<file path="config.mk">
export PLATFORM = sky130hd
export DESIGN_NAME = rxq_irq
export DESIGN_NICKNAME = d
export VERILOG_FILES = /design/src/rtl/rxq_pkg.sv /design/src/rtl/rxq_frame_chk.sv /design/src/rtl/rxq_store.sv /design/src/rtl/rxq_irq.sv
export SDC_FILE = /design/constraint.sdc
export NUM_CORES = 1
export LEC_CHECK = 0
export BUFFER_PORTS_ARGS = -buffer_cell sky130_fd_sc_hd__buf_2
export CAP_MARGIN = 40
export CORE_MARGIN = 4
export CORE_UTILIZATION = 59
export DETAILED_ROUTE_END_ITERATION = 10
export PLACE_DENSITY = 0.8
export REMOVE_ABC_BUFFERS = 1
export SYNTH_ARGS = -nofsm -noshare
export SYNTH_HDL_FRONTEND = slang
export SYNTH_HIERARCHICAL = 1
export SYNTH_SLANG_ARGS = --single-unit
</file>
<file path="constraint.sdc">
create_clock -name clk -period 5.6 [get_ports clk]
set_input_delay 1.12 -clock clk [delete_from_list [all_inputs] [get_ports clk]]
set_output_delay 1.12 -clock clk [all_outputs]
set_load 0.1 [all_outputs]
</file>
<file path="src/rtl/rxq_pkg.sv">
package rxq_pkg;
    localparam int FLAG_W   = 4;
    localparam int FLG_OVF  = 0;
    localparam int FLG_FRM  = 1;
    localparam int FLG_PAR  = 2;
    localparam int FLG_EMPT = 3;
endpackage

</file>
<file path="src/rtl/rxq_frame_chk.sv">
module rxq_frame_chk #(
    parameter int DATA_W = 9
) (
    input  logic              vld,
    input  logic              sync_mode,
    input  logic [DATA_W-1:0] data,
    input  logic              stop_bit,
    input  logic              par_bit,
    input  logic              par_en,
    input  logic              par_odd,
    output logic              frame_err,
    output logic              parity_err
);
    logic par_expect;

    always_comb begin
        par_expect = (^data) ^ par_odd;
        frame_err  = vld && !sync_mode && !stop_bit;
        parity_err = vld && !sync_mode && par_en && (par_bit != par_expect);
    end
endmodule

</file>
<file path="src/rtl/rxq_store.sv">
module rxq_store #(
    parameter int DATA_W = 9,
    parameter int DEPTH  = 8,
    localparam int PTR_W = $clog2(DEPTH)
) (
    input  logic              clk,
    input  logic              we,
    input  logic [PTR_W-1:0]  widx,
    input  logic [DATA_W-1:0] wdata,
    input  logic [PTR_W-1:0]  ridx,
    output logic [DATA_W-1:0] rdata
);
    logic [DATA_W-1:0] ent [DEPTH];

    for (genvar i = 0; i < DEPTH; i++) begin : g_ent
        always_ff @(posedge clk) begin
            if (we && (widx == PTR_W'(i))) begin
                ent[i] <= wdata;
            end
        end
    end

    assign rdata = ent[ridx];
endmodule

</file>
<file path="src/rtl/rxq_irq.sv">
module rxq_irq #(
    parameter int DATA_W = 9,
    parameter int DEPTH  = 8,
    localparam int THR_W = $clog2(DEPTH),
    localparam int CNT_W = $clog2(DEPTH + 1)
) (
    input  logic              clk,
    input  logic              rst_n,
    input  logic              cfg_fifo_en,
    input  logic              cfg_transp,
    input  logic              cfg_sync,
    input  logic [THR_W-1:0]  cfg_thresh,
    input  logic              cfg_par_en,
    input  logic              cfg_par_odd,
    input  logic              frm_vld,
    input  logic [DATA_W-1:0] frm_data,
    input  logic              frm_stop,
    input  logic              frm_par,
    input  logic              rd_req,
    input  logic              flush,
    input  logic [3:0]        clr_flags,
    output logic [DATA_W-1:0] rd_data,
    output logic              rd_valid,
    output logic              irq_rx,
    output logic              irq_err,
    output logic [CNT_W-1:0]  fill,
    output logic [3:0]        flags
);
    import rxq_pkg::*;

    localparam int PTR_W = $clog2(DEPTH);

    typedef struct packed {
        logic [PTR_W-1:0]  wr_ptr;
        logic [PTR_W-1:0]  rd_ptr;
        logic [CNT_W-1:0]  count;
        logic [DATA_W-1:0] rd_data;
        logic              rd_vld;
        logic              irq_rx;
        logic              irq_err;
        logic [FLAG_W-1:0] flags;
    } st_t;

    st_t s_d, s_q;

    logic              wr_ok;
    logic              rd_hit;
    logic              rd_empty;
    logic              push;
    logic              ovw;
    logic              full_after;
    logic [CNT_W-1:0]  cap;
    logic [CNT_W-1:0]  thr_eff;
    logic [CNT_W-1:0]  cnt_after_rd;
    logic              mem_we;
    logic [PTR_W-1:0]  mem_widx;
    logic [DATA_W-1:0] mem_rdata;
    logic              frame_err;
    logic              parity_err;
    logic [FLAG_W-1:0] set_flags;

    function automatic logic [PTR_W-1:0] ptr_inc(input logic [PTR_W-1:0] p);
        return (p == PTR_W'(DEPTH - 1)) ? '0 : p + 1'b1;
    endfunction

    function automatic logic [PTR_W-1:0] ptr_dec(input logic [PTR_W-1:0] p);
        return (p == '0) ? PTR_W'(DEPTH - 1) : p - 1'b1;
    endfunction

    rxq_frame_chk #(.DATA_W(DATA_W)) u_fchk (
        .vld        (wr_ok),
        .sync_mode  (cfg_sync),
        .data       (frm_data),
        .stop_bit   (frm_stop),
        .par_bit    (frm_par),
        .par_en     (cfg_par_en),
        .par_odd    (cfg_par_odd),
        .frame_err  (frame_err),
        .parity_err (parity_err)
    );

    rxq_store #(.DATA_W(DATA_W), .DEPTH(DEPTH)) u_store (
        .clk   (clk),
        .we    (mem_we),
        .widx  (mem_widx),
        .wdata (frm_data),
        .ridx  (s_q.rd_ptr),
        .rdata (mem_rdata)
    );

    always_comb begin
        cap          = cfg_fifo_en ? CNT_W'(DEPTH) : CNT_W'(1);
        thr_eff      = (cfg_thresh == '0) ? CNT_W'(DEPTH) : CNT_W'(cfg_thresh);
        wr_ok        = frm_vld && !flush;
        rd_hit       = rd_req && (s_q.count != '0) && !flush;
        rd_empty     = rd_req && (s_q.count == '0) && !flush;
        cnt_after_rd = s_q.count - CNT_W'(rd_hit);
        full_after   = (cnt_after_rd == cap);
        push         = wr_ok && !full_after;
        ovw          = wr_ok && full_after;
        mem_we       = push || ovw;
        if (push || !cfg_fifo_en) begin
            mem_widx = cfg_fifo_en ? s_q.wr_ptr : '0;
        end else begin
            mem_widx = ptr_dec(s_q.wr_ptr);
        end
    end

    always_comb begin
        s_d         = s_q;
        s_d.rd_vld  = 1'b0;
        s_d.irq_rx  = 1'b0;
        s_d.irq_err = 1'b0;
        set_flags   = '0;

        if (flush) begin
            s_d.wr_ptr = '0;
            s_d.rd_ptr = '0;
            s_d.count  = '0;
        end else begin
            if (rd_hit) begin
                s_d.rd_data = mem_rdata;
                s_d.rd_vld  = 1'b1;
                s_d.rd_ptr  = cfg_fifo_en ? ptr_inc(s_q.rd_ptr) : '0;
            end
            if (push) begin
                s_d.wr_ptr = cfg_fifo_en ? ptr_inc(s_q.wr_ptr) : '0;
            end
            s_d.count = cnt_after_rd + CNT_W'(push);

            if (rd_empty) begin
                s_d.irq_err         = 1'b1;
                set_flags[FLG_EMPT] = 1'b1;
            end
            if (ovw) begin
                s_d.irq_rx = 1'b1;
                if (cfg_fifo_en || cfg_sync) begin
                    s_d.irq_err        = 1'b1;
                    set_flags[FLG_OVF] = 1'b1;
                end
            end
            if (push) begin
                if (!cfg_fifo_en) begin
                    s_d.irq_rx = 1'b1;
                end else if (!cfg_transp && (s_d.count == thr_eff) &&
                             (s_q.count != thr_eff)) begin
                    s_d.irq_rx = 1'b1;
                end
            end
            if (cfg_fifo_en && cfg_transp && rd_hit && (s_d.count != '0)) begin
                s_d.irq_rx = 1'b1;
            end
            if (frame_err) begin
                s_d.irq_rx         = 1'b1;
                s_d.irq_err        = 1'b1;
                set_flags[FLG_FRM] = 1'b1;
            end
            if (parity_err) begin
                s_d.irq_rx         = 1'b1;
                s_d.irq_err        = 1'b1;
                set_flags[FLG_PAR] = 1'b1;
            end
        end

        s_d.flags = (s_q.flags & ~clr_flags) | set_flags;
    end

    always_ff @(posedge clk) begin
        if (!rst_n) begin
            s_q <= '0;
        end else begin
            s_q <= s_d;
        end
    end

    assign rd_data  = s_q.rd_data;
    assign rd_valid = s_q.rd_vld;
    assign irq_rx   = s_q.irq_rx;
    assign irq_err  = s_q.irq_err;
    assign fill     = s_q.count;
    assign flags    = s_q.flags;
endmodule

</file>
**Word level (Yosys, flattened, before mapping)**

Memory sizes are Yosys's and may differ from the RTL's. A register that Yosys moved wholly into a read port is not among the register bits.
Index checks and enable logic that the tools add are counted.
W data, S select, Z words.

- $add $sub $neg: 5
- Eq/ne operators: 13
- Mux-type cells: 61
- Bitwise logic cells: 6
- Reduce and logical (&&, ||, !) cells: 50

Operator list:

| kind | number |
|---|---|
| $mux W9 | 7 |
| $reduce_or A9 Y1 | 7 |
| $mux W3 | 14 |
| $mux W1 | 34 |
| $logic_and A1 B1 Y1 | 24 |
| $eq A3 B3 Y1 const B | 6 |
| $mux W4 | 3 |
| $logic_not A3 Y1 | 3 |
| $reduce_xor A9 Y1 | 1 |
| $eq A4 B4 Y1 | 2 |
| $reduce_bool A4 Y1 | 2 |
| $logic_not A1 Y1 | 7 |
| $add A3 B1 Y3 const B | 2 |
| $eq A3 B2 Y1 const B | 2 |
| $mux W2 | 3 |
| $add A4 B1 Y4 | 1 |
| $and A4 B4 Y4 | 1 |
| $logic_not A4 Y1 | 1 |
| $ne A4 B4 Y1 | 1 |
| $not A4 Y4 | 1 |
| $or A4 B4 Y4 | 1 |
| $sub A4 B1 Y4 | 1 |
| $eq A3 B1 Y1 const B | 1 |
| $logic_or A1 B1 Y1 | 3 |
| other kinds (6) | 7 |

- Register bits after elaboration: 17
- RAM bits: 72
- Output and inout bits: 20
- Word-level logic and storage cells: 143
- Memories kept: 1

Memories:

| memory | depth | bits a word | read ports | clocked after Yosys merged registers in | write ports | RTL line | text |
|---|---|---|---|---|---|---|---|
| u_store.ent | 8 | 9 | 1 | 1 | 1 | rxq_store.sv:13 | `logic [DATA_W-1:0] ent [DEPTH];` |

**Longest topological paths before layout**

Gate-level depths: netlist of run 1.

- Depth in word-level cells: 21
- Mapped depth: 20
- Gate-level depth less buffers: 16

**By module**

The synthesis of run 1 kept the hierarchy.

Modules (own cells, without submodules):

| module | times used | cells an instance | area an instance (µm²) |
|---|---|---|---|
| rxq_store | 1 | 117 | 2839.0 |
| rxq_irq | 1 | 183 | 1629.1 |
| rxq_frame_chk | 1 | 11 | 117.6 |

**Least setup slack after synthesis of run 1**

OpenSTA, ideal clock, no wires.

- Kind: input -> register
- Start: input flush
- End: register s_q (netlist bit irq_rx)
- Setup time: 117 ps
- Arrival time: 4352 ps
- Data required time: 5483 ps
- Setup slack: 1131 ps
- Stages on the path: 18
- Path buffers: 3
- Cell sequence: nor3b_1 > buf_2 > buf_4 > ha_1 > ha_1 > xnor2_2 > nand4_1 > mux2i_1 > nand2b_1 > buf_4 > inv_2 > ha_1 > nor2b_1 > a311o_1 > or3_1 > a21oi_1 > o21ai_0 > a32o_1

- Longest elaborated chain between the ends: 16
- Elaborated cells on any way between the ends: 27
- Classes of those cells: add/sub: 2; eq/ne: 2; mux: 7; reduce/logical: 16

RTL lines:

| item | RTL line | text |
|---|---|---|
| start, declared | rxq_irq.sv:20 | `input logic flush,` |
| $logic_not A1 Y1 * | rxq_irq.sv:95 | `rd_hit = rd_req && (s_q.count != '0) && !flush;` |
| $logic_and A1 B1 Y1 * | rxq_irq.sv:95 |  |
| named net rd_hit | rxq_irq.sv:47 | `logic rd_hit;` |
| $sub A4 B1 Y4 * | rxq_irq.sv:97 | `cnt_after_rd = s_q.count - CNT_W'(rd_hit);` |
| $eq A4 B4 Y1 * | rxq_irq.sv:98 | `full_after = (cnt_after_rd == cap);` |
| $logic_not A1 Y1 * | rxq_irq.sv:99 | `push = wr_ok && !full_after;` |
| $logic_and A1 B1 Y1 * | rxq_irq.sv:99 |  |
| named net push | rxq_irq.sv:49 | `logic push;` |
| $add A4 B1 Y4 | rxq_irq.sv:129 | `s_d.count = cnt_after_rd + CNT_W'(push);` |
| $eq A4 B4 Y1 | rxq_irq.sv:145 | `end else if (!cfg_transp && (s_d.count == thr_eff) &&` |
| $logic_and A1 B1 Y1 (2 in a row) | rxq_irq.sv:145 |  |
| $mux W1 | rxq_irq.sv:145 |  |
| $mux W1 | rxq_irq.sv:143 | `if (!cfg_fifo_en) begin` |
| $mux W1 | rxq_irq.sv:142 | `if (push) begin` |
| $mux W1 * | rxq_irq.sv:150 | `if (cfg_fifo_en && cfg_transp && rd_hit && (s_d.count != '0)) begin` |
| $mux W2 * | rxq_irq.sv:153 | `if (frame_err) begin` |
| $mux W2 * | rxq_irq.sv:158 | `if (parity_err) begin` |
| end signal, assigned | rxq_irq.sv:170 | `s_q <= '0;` |
| end signal, assigned | rxq_irq.sv:172 | `s_q <= s_d;` |
| end, declared | rxq_irq.sv:44 | `st_t s_d, s_q;` |

Mark *: on every way through the listed nets, which the timed path passes. The rest lies on a longest branch.
A chain may end at the register's enable or synchronous reset.

**Final worst setup path of run 1**

- Start: input flush
- End: register s_q (netlist bit irq_rx)

- Longest elaborated chain between the ends: 16
- Elaborated cells on any way between the ends: 27
- Classes of those cells: add/sub: 2; eq/ne: 2; mux: 7; reduce/logical: 16

RTL lines:

| item | RTL line |
|---|---|
| $logic_not A1 Y1 * | rxq_irq.sv:94, rxq_irq.sv:95 |
| $logic_and A1 B1 Y1 | rxq_irq.sv:95 |
| $sub A4 B1 Y4 | rxq_irq.sv:97 |
| $eq A4 B4 Y1 | rxq_irq.sv:98 |
| $logic_not A1 Y1 | rxq_irq.sv:99 |
| $logic_and A1 B1 Y1 * | rxq_irq.sv:99 |
| named net push | rxq_irq.sv:49 |
| $add A4 B1 Y4 | rxq_irq.sv:129 |
| $eq A4 B4 Y1 | rxq_irq.sv:145 |
| $logic_and A1 B1 Y1 (2 in a row) | rxq_irq.sv:145 |
| $mux W1 | rxq_irq.sv:145 |
| $mux W1 | rxq_irq.sv:143 |
| $mux W1 | rxq_irq.sv:142 |
| $mux W1 * | rxq_irq.sv:150 |
| $mux W2 * | rxq_irq.sv:153 |
| $mux W2 * | rxq_irq.sv:158 |

Marked as above.

==> impl_metrics.env, run 1 <==
export IMPL_status="completed"
export IMPL_initialDrtViolationCount=156
export IMPL_synthXorXnorAreaFrac=0.04529
export IMPL_fmax_mhz=229.3
export IMPL_dieArea_mm2=0.009247
export IMPL_synth_simple_area_share=0.09304
export IMPL_period_share=0.7789
export IMPL_hold_viol=0
export IMPL_numCtsBuffers=9
export IMPL_holdCritStartpoint="flags[3]$_SDFF_PN0_"
export IMPL_cts_clk_slew_worst_paths_ns=0.10
export IMPL_min_period_ns=4.362
export IMPL_synth_warnings=6
export IMPL_worst_pin_slew_ns=0.8319
export IMPL_num_vias=2587
export IMPL_cp_arrival_ns=4.61
export IMPL_yosys_top_cells_count="edfxtp_1, dfxtp_1, buf_4"
export IMPL_portBuffers=47
export IMPL_avgSynthCellArea_um2=14.74
export IMPL_muxShareOfSynthArea=0.1495
export IMPL_fillers=524
export IMPL_ys_ff_latch=98
export IMPL_syn_inst=311
export IMPL_ir_worst_vdd_uv=180.0
export IMPL_yosys_area_top_type="edfxtp_1"
export IMPL_r2r_start="fill[2]$_SDFF_PP0_"
export IMPL_cp_start_kind="input pin"
export IMPL_synth_compound_area_share=0.04011
export IMPL_post_cts_buffers=0
export IMPL_ios=48
export IMPL_rows=31
export IMPL_ant_nets=0
export IMPL_synthArstFlopShare=0
export IMPL_dr_pass1_iters=4
export IMPL_grt_overflow=0
export IMPL_critPathLaunch="flush"
export IMPL_rsz0062_at_grt="false"
export IMPL_synth_main_ff_cell="edfxtp_1"
export IMPL_antenna_found_initial=0
export IMPL_relSlewSlack=0.4447
export IMPL_netlist_area_mm2=0.004586
export IMPL_cts_tree="built"
export IMPL_setup_violations=0
export IMPL_post_place_ws_ns=0.9447
export IMPL_power_density_mw_per_mm2=276.9
export IMPL_synth_area_leaders="edfxtp_1, dfxtp_1, mux4_1"
export IMPL_worstSetupPathType="in -> reg"
export IMPL_fin_nets=387
export IMPL_clockBufferDepth=2
export IMPL_synth_top_cell_area_share=0.4715
export IMPL_multi_input_area_mm2=0.001634
export IMPL_regArea_mm2=0.002683
export IMPL_leakagePower_nw=1.833
export IMPL_post_route_util=0.6793
export IMPL_wirelength_mm=8.397
export IMPL_start_util=0.6190
export IMPL_gp_congestion=0.8804
export IMPL_seq_area_frac_synth=0.5850
export IMPL_worstSkewPairLatency_ns=0.35
export IMPL_die_y_um=96.16
export IMPL_holdPathStages=2
export IMPL_synthAdderAreaFrac=0.02729
export IMPL_yosysMostFrequentCell="edfxtp_1"
export IMPL_synth_edff_count=72
export IMPL_crit_path_end_kind="register"
export IMPL_cts_resized=0
export IMPL_max_cap_violations=0
export IMPL_cts_root_buf="clkbuf_8"
export IMPL_grt_pass1_wl_mm=13.12
export IMPL_wl_per_cell_um=18.54
export IMPL_viasPerCell=5.711
export IMPL_cts_sinks=98
export IMPL_slew_violations=0
export IMPL_r2r_cells=16
export IMPL_htreeDepth=3
export IMPL_layout_drive_gt1_share=0.2486
export IMPL_area_growth_pct=9.741
export IMPL_grtUsageTotal=0.1958
export IMPL_placed_area_mm2=0.004827
export IMPL_crit_path_max_fanout=9
export IMPL_fin_skew_ns=0.008118
export IMPL_drc_errors=0
export IMPL_hp_class="reg -> reg"
export IMPL_ctsHoldBuffers=0
export IMPL_setup_ws_ns=1.238
export IMPL_ys_types=51
export IMPL_cp_required_ns=5.85
export IMPL_grt_max_degree=21
export IMPL_place_hpwl_mm=5.671
export IMPL_postLayoutCellArea_mm2=0.005032
export IMPL_n_antenna_cell=0
export IMPL_synth_top_family_by_area="multiplexers"
export IMPL_core_area_mm2=0.007408
export IMPL_dieWidth_um=96.16
export IMPL_grt_pass1_vias=2524
-- flip-flops by register name (all words and copies together), names as in the netlist --
name         cells
flags            4
s_q              6
irq_rx           1
irq_err          1
rd_data          9
fill             4
rd_valid         1
u_store/ent     72
-- stage by stage --
stage	hold slack, ns	instances	power, W	setup TNS [ns]
5_1_grt	0.5231	453	0.001447	0
3_3_place_gp	0.4669	436	0.0009410	0
3_5_place_dp	0.4858	437	0.0009452	0
6_report	0.4950	453	0.001393	0
2_1_floorplan	0.4615	281	0.0008995	-0.5499
4_1_cts	0.5003	453	0.001405	0
-- cells in the final DEF (no fill, tap or decap), drive strengths merged, types with 2 or more instances in the layout --
cell type	Yosys	routed
clkbuf	4	9
o21ai	4	4
nor2	13	13
ha	10	10
a21oi	7	7
and2	5	5
a41oi	2	2
nand2b	11	11
nor3	6	6
nor2b	12	12
inv	15	19
nor3b	3	3
xnor3	2	2
xor2	4	4
nand2	7	7
a21boi	2	2
dfxtp	26	26
o22ai	2	2
nand3	7	7
nand4	3	3
mux4	18	18
mux2i	10	10
buf	26	57
xnor2	12	12
mux2	10	10
edfxtp	72	72
o211a	2	2
-- critical path, stage by stage --
cell,delay (ns)
buf_2,0.14
nor3b_2,0.22
ha_1,0.24
ha_1,0.31
xnor2_2,0.19
nand3_1,0.12
mux2i_1,0.25
nand2b_1,0.35
inv_2,0.13
ha_1,0.25
nor2b_1,0.16
a311o_1,0.34
or3_1,0.32
a21oi_1,0.15
o21ai_0,0.10
a32o_1,0.23
-- layer usage --
metal / up-vias / routed length, um / global-route usage
li1: 1231 / - / -
met4: 0 / 83 / 0.06161
met2: 80 / 4138 / 0.3249
met1: 1267 / 3638 / 0.2656
met5: - / 0 / 0
met3: 9 / 536 / 0.03127
-- path summary, 6_finish.rpt --
kind | to | slack, ns
setup / recovery | irq_rx$_SDFF_PP0_ | 1.24
hold / removal | flags[3]$_SDFF_PN0_ | 0.49
setup reg to reg | irq_rx$_SDFF_PP0_ | 1.32
hold reg to reg | flags[3]$_SDFF_PN0_ | 0.49
-- power breakdown --
group	internal, W	leakage (nW)	switching (W)	total [W]
Sequential	0.000789	0.861	0.00000463	0.000794
Clock	0.000214	0.102	0.000250	0.000464
Combinational	0.0000488	0.871	0.0000863	0.000135
Total	0.00105	1.83	0.000341	0.00139
-- cells by family (layout without fill, tap and decap cells) --
logic type	count (synthesis)	after routing
multiplexers	38	38
flip-flops	98	98
buffers and inverters	45	88
adder cells (fa/ha/maj)	10	10
AND/OR/NAND/NOR	76	76
XOR/XNOR	18	18
AO/OA/AOI/OAI	26	26
-- cell type report --
type,count,area share
clock buffer,9,0.02461
clock inverter,7,0.01616
inverter,15,0.01119
multi-input combinational,168,0.3247
sequential,98,0.5331
tap,99,0.02461
timing repair buffer,57,0.06564
(Power assumes the default switching activity.)
==> run 2: changes to the inputs <==
CORE_UTILIZATION = 53   (was 59)
PLACE_DENSITY = 0.76   (was 0.8)
clock period = 3.99 ns   (was 5.6 ns; I/O delays follow)
==> impl_metrics.env, run 2 (synthesized netlist as in run 1, its figures left out) <==
export IMPL_ir_worst_vdd_uv=275.0
export IMPL_r2r_cells=16
export IMPL_worstSetupPathType="reg -> reg"
export IMPL_clockBufferDepth=2
export IMPL_cp_required_ns=4.25
export IMPL_cts_clk_slew_worst_paths_ns=0.10
export IMPL_n_antenna_cell=0
export IMPL_fin_skew_ns=0.01032
export IMPL_drc_errors=0
export IMPL_grt_max_degree=21
export IMPL_slew_violations=0
export IMPL_regMostFlops="u_store/ent"
export IMPL_crit_path_end_kind="register"
export IMPL_dieWidth_um=101.0
export IMPL_holdCritStartpoint="flags[3]$_SDFF_PN0_"
export IMPL_htreeDepth=3
export IMPL_rows=33
export IMPL_final_cell_mix="edfxtp_1, buf_2, dfxtp_1, buf_4, mux4_1"
export IMPL_finalPower_w=0.002078
export IMPL_layout_drive_gt1_share=0.2767
export IMPL_dr_pass1_iters=4
export IMPL_worst_hold_path_endpoint="flags[3]$_SDFF_PN0_"
export IMPL_die_y_um=101.0
export IMPL_wirelength_mm=8.570
export IMPL_start_util=0.5525
export IMPL_max_cap_violations=0
export IMPL_dieArea_mm2=0.01020
export IMPL_ctsHoldBuffers=0
export IMPL_area_growth_pct=12.50
export IMPL_period_share=0.9451
export IMPL_rsz0062_at_grt="false"
export IMPL_place_hpwl_mm=6.015
export IMPL_setup_ws_ns=0.2189
export IMPL_core_area_mm2=0.008299
export IMPL_final_common_cell="edfxtp_1"
export IMPL_cts_tree="built"
export IMPL_ios=48
export IMPL_grt_use_met3=0.04983
export IMPL_cts_resized=0
export IMPL_grt_pass1_vias=2566
export IMPL_leakagePower_nw=1.912
export IMPL_grtUsageMet1=0.2298
export IMPL_setup_violations=0
export IMPL_largest_reg_flops=72
export IMPL_post_place_ws_ns=0.04910
export IMPL_portBuffers=47
export IMPL_crit_path_max_fanout=8
export IMPL_post_route_util=0.6216
export IMPL_worstSkewPairLatency_ns=0.36
export IMPL_use_met2=0.3003
export IMPL_power_density_mw_per_mm2=402.9
export IMPL_grt_busiest_layer="met2"
export IMPL_r2r_setup_slack_ns=0.22
export IMPL_r2r_start="fill[3]$_SDFF_PP0_"
export IMPL_fin_setup_tns_ns=0
export IMPL_cts_root_buf="clkbuf_8"
export IMPL_grt_pass1_wl_mm=13.48
export IMPL_wl_per_cell_um=18.23
export IMPL_ant_nets=0
export IMPL_num_vias=2613
export IMPL_antenna_found_initial=0
export IMPL_gp_congestion=0.8364
export IMPL_numCtsBuffers=9
export IMPL_holdPathStages=2
export IMPL_r2r_end="irq_rx$_SDFF_PP0_"
export IMPL_viasPerCell=5.560
export IMPL_grtUsageTotal=0.1786
export IMPL_relSlewSlack=0.4194
export IMPL_status="completed"
export IMPL_min_period_ns=3.771
export IMPL_cts_sinks=98
export IMPL_hold_viol=0
export IMPL_fmax_mhz=265.2
export IMPL_cp_arrival_ns=4.03
export IMPL_fin_nets=398
export IMPL_hp_class="reg -> reg"
export IMPL_grt_overflow=0
export IMPL_worst_pin_slew_ns=0.8697
export IMPL_post_cts_buffers=0
export IMPL_initialDrtViolationCount=120
export IMPL_cp_start_kind="register"
run 2: worst max-delay path, cell delays in order (launching register included):
cell and delay (ns):
dfxtp_1 0.41, nor4_2 0.38, nor3b_2 0.10, ha_1 0.23
ha_1 0.24, xnor2_2 0.24, nand4_1 0.13, mux2i_1 0.17
nand2b_1 0.17, inv_2 0.08, ha_1 0.22, nor2b_1 0.16
a311o_1 0.37, or3_1 0.33, a21oi_1 0.14, o21ai_0 0.10
a32o_1 0.22
run 2: where the power goes:
part,internal [W],leakage [nW],switching (W)
Clock,0.000423,0.126,0.000347
Combinational,0.0000735,0.926,0.000120
Sequential,0.00111,0.861,0.00000650
run 2: metrics by stage:
stage               instance area (um^2)  instances  hold slack (ns)
floorplan                           4368        281           0.4615
global placement                    4890        453           0.4642
detailed placement                  4905        454           0.4774
CTS                                 5152        470           0.4937
global route                        5159        470           0.5311
finish                              5159        470           0.4841
run 2: final cells by class:
| cell class | count | area [um^2] |
|---|---|---|
| tap | 105 | 131.4 |
| timing repair buffer | 68 | 400.4 |
| inverter | 15 | 56.30 |
| fill | 604 | 3141 |
| multi-input combinational | 168 | 1640 |
| clock inverter | 7 | 123.9 |
| clock buffer | 9 | 123.9 |
| sequential | 98 | 2683 |
run 2: worst max-delay path by stage:
| stage | slack, ns | from | depth (start not counted) | to |
|---|---|---|---|---|
| final | 0.22 | fill[3]$_SDFF_PP0_ | 16 | irq_rx$_SDFF_PP0_ |
| after detailed placement | 0.05 | rd_req | 16 | irq_rx$_SDFF_PP0_ |
| after global routing | 0.01 | fill[3]$_SDFF_PP0_ | 16 | irq_rx$_SDFF_PP0_ |
| after floorplan | -1.80 | fill[2]$_SDFF_PP0_ | 16 | irq_rx$_SDFF_PP0_ |
| after global placement | 0.12 | rd_req | 16 | irq_rx$_SDFF_PP0_ |
| after CTS | 0.11 | fill[3]$_SDFF_PP0_ | 16 | irq_rx$_SDFF_PP0_ |
run 2: layer usage:
metal / vias to the layer above / part of all wire
li1: 1255 / -
met5: - / 0
met1: 1260 / 0.42
met4: 0 / 0.012
met3: 11 / 0.070
met2: 87 / 0.50
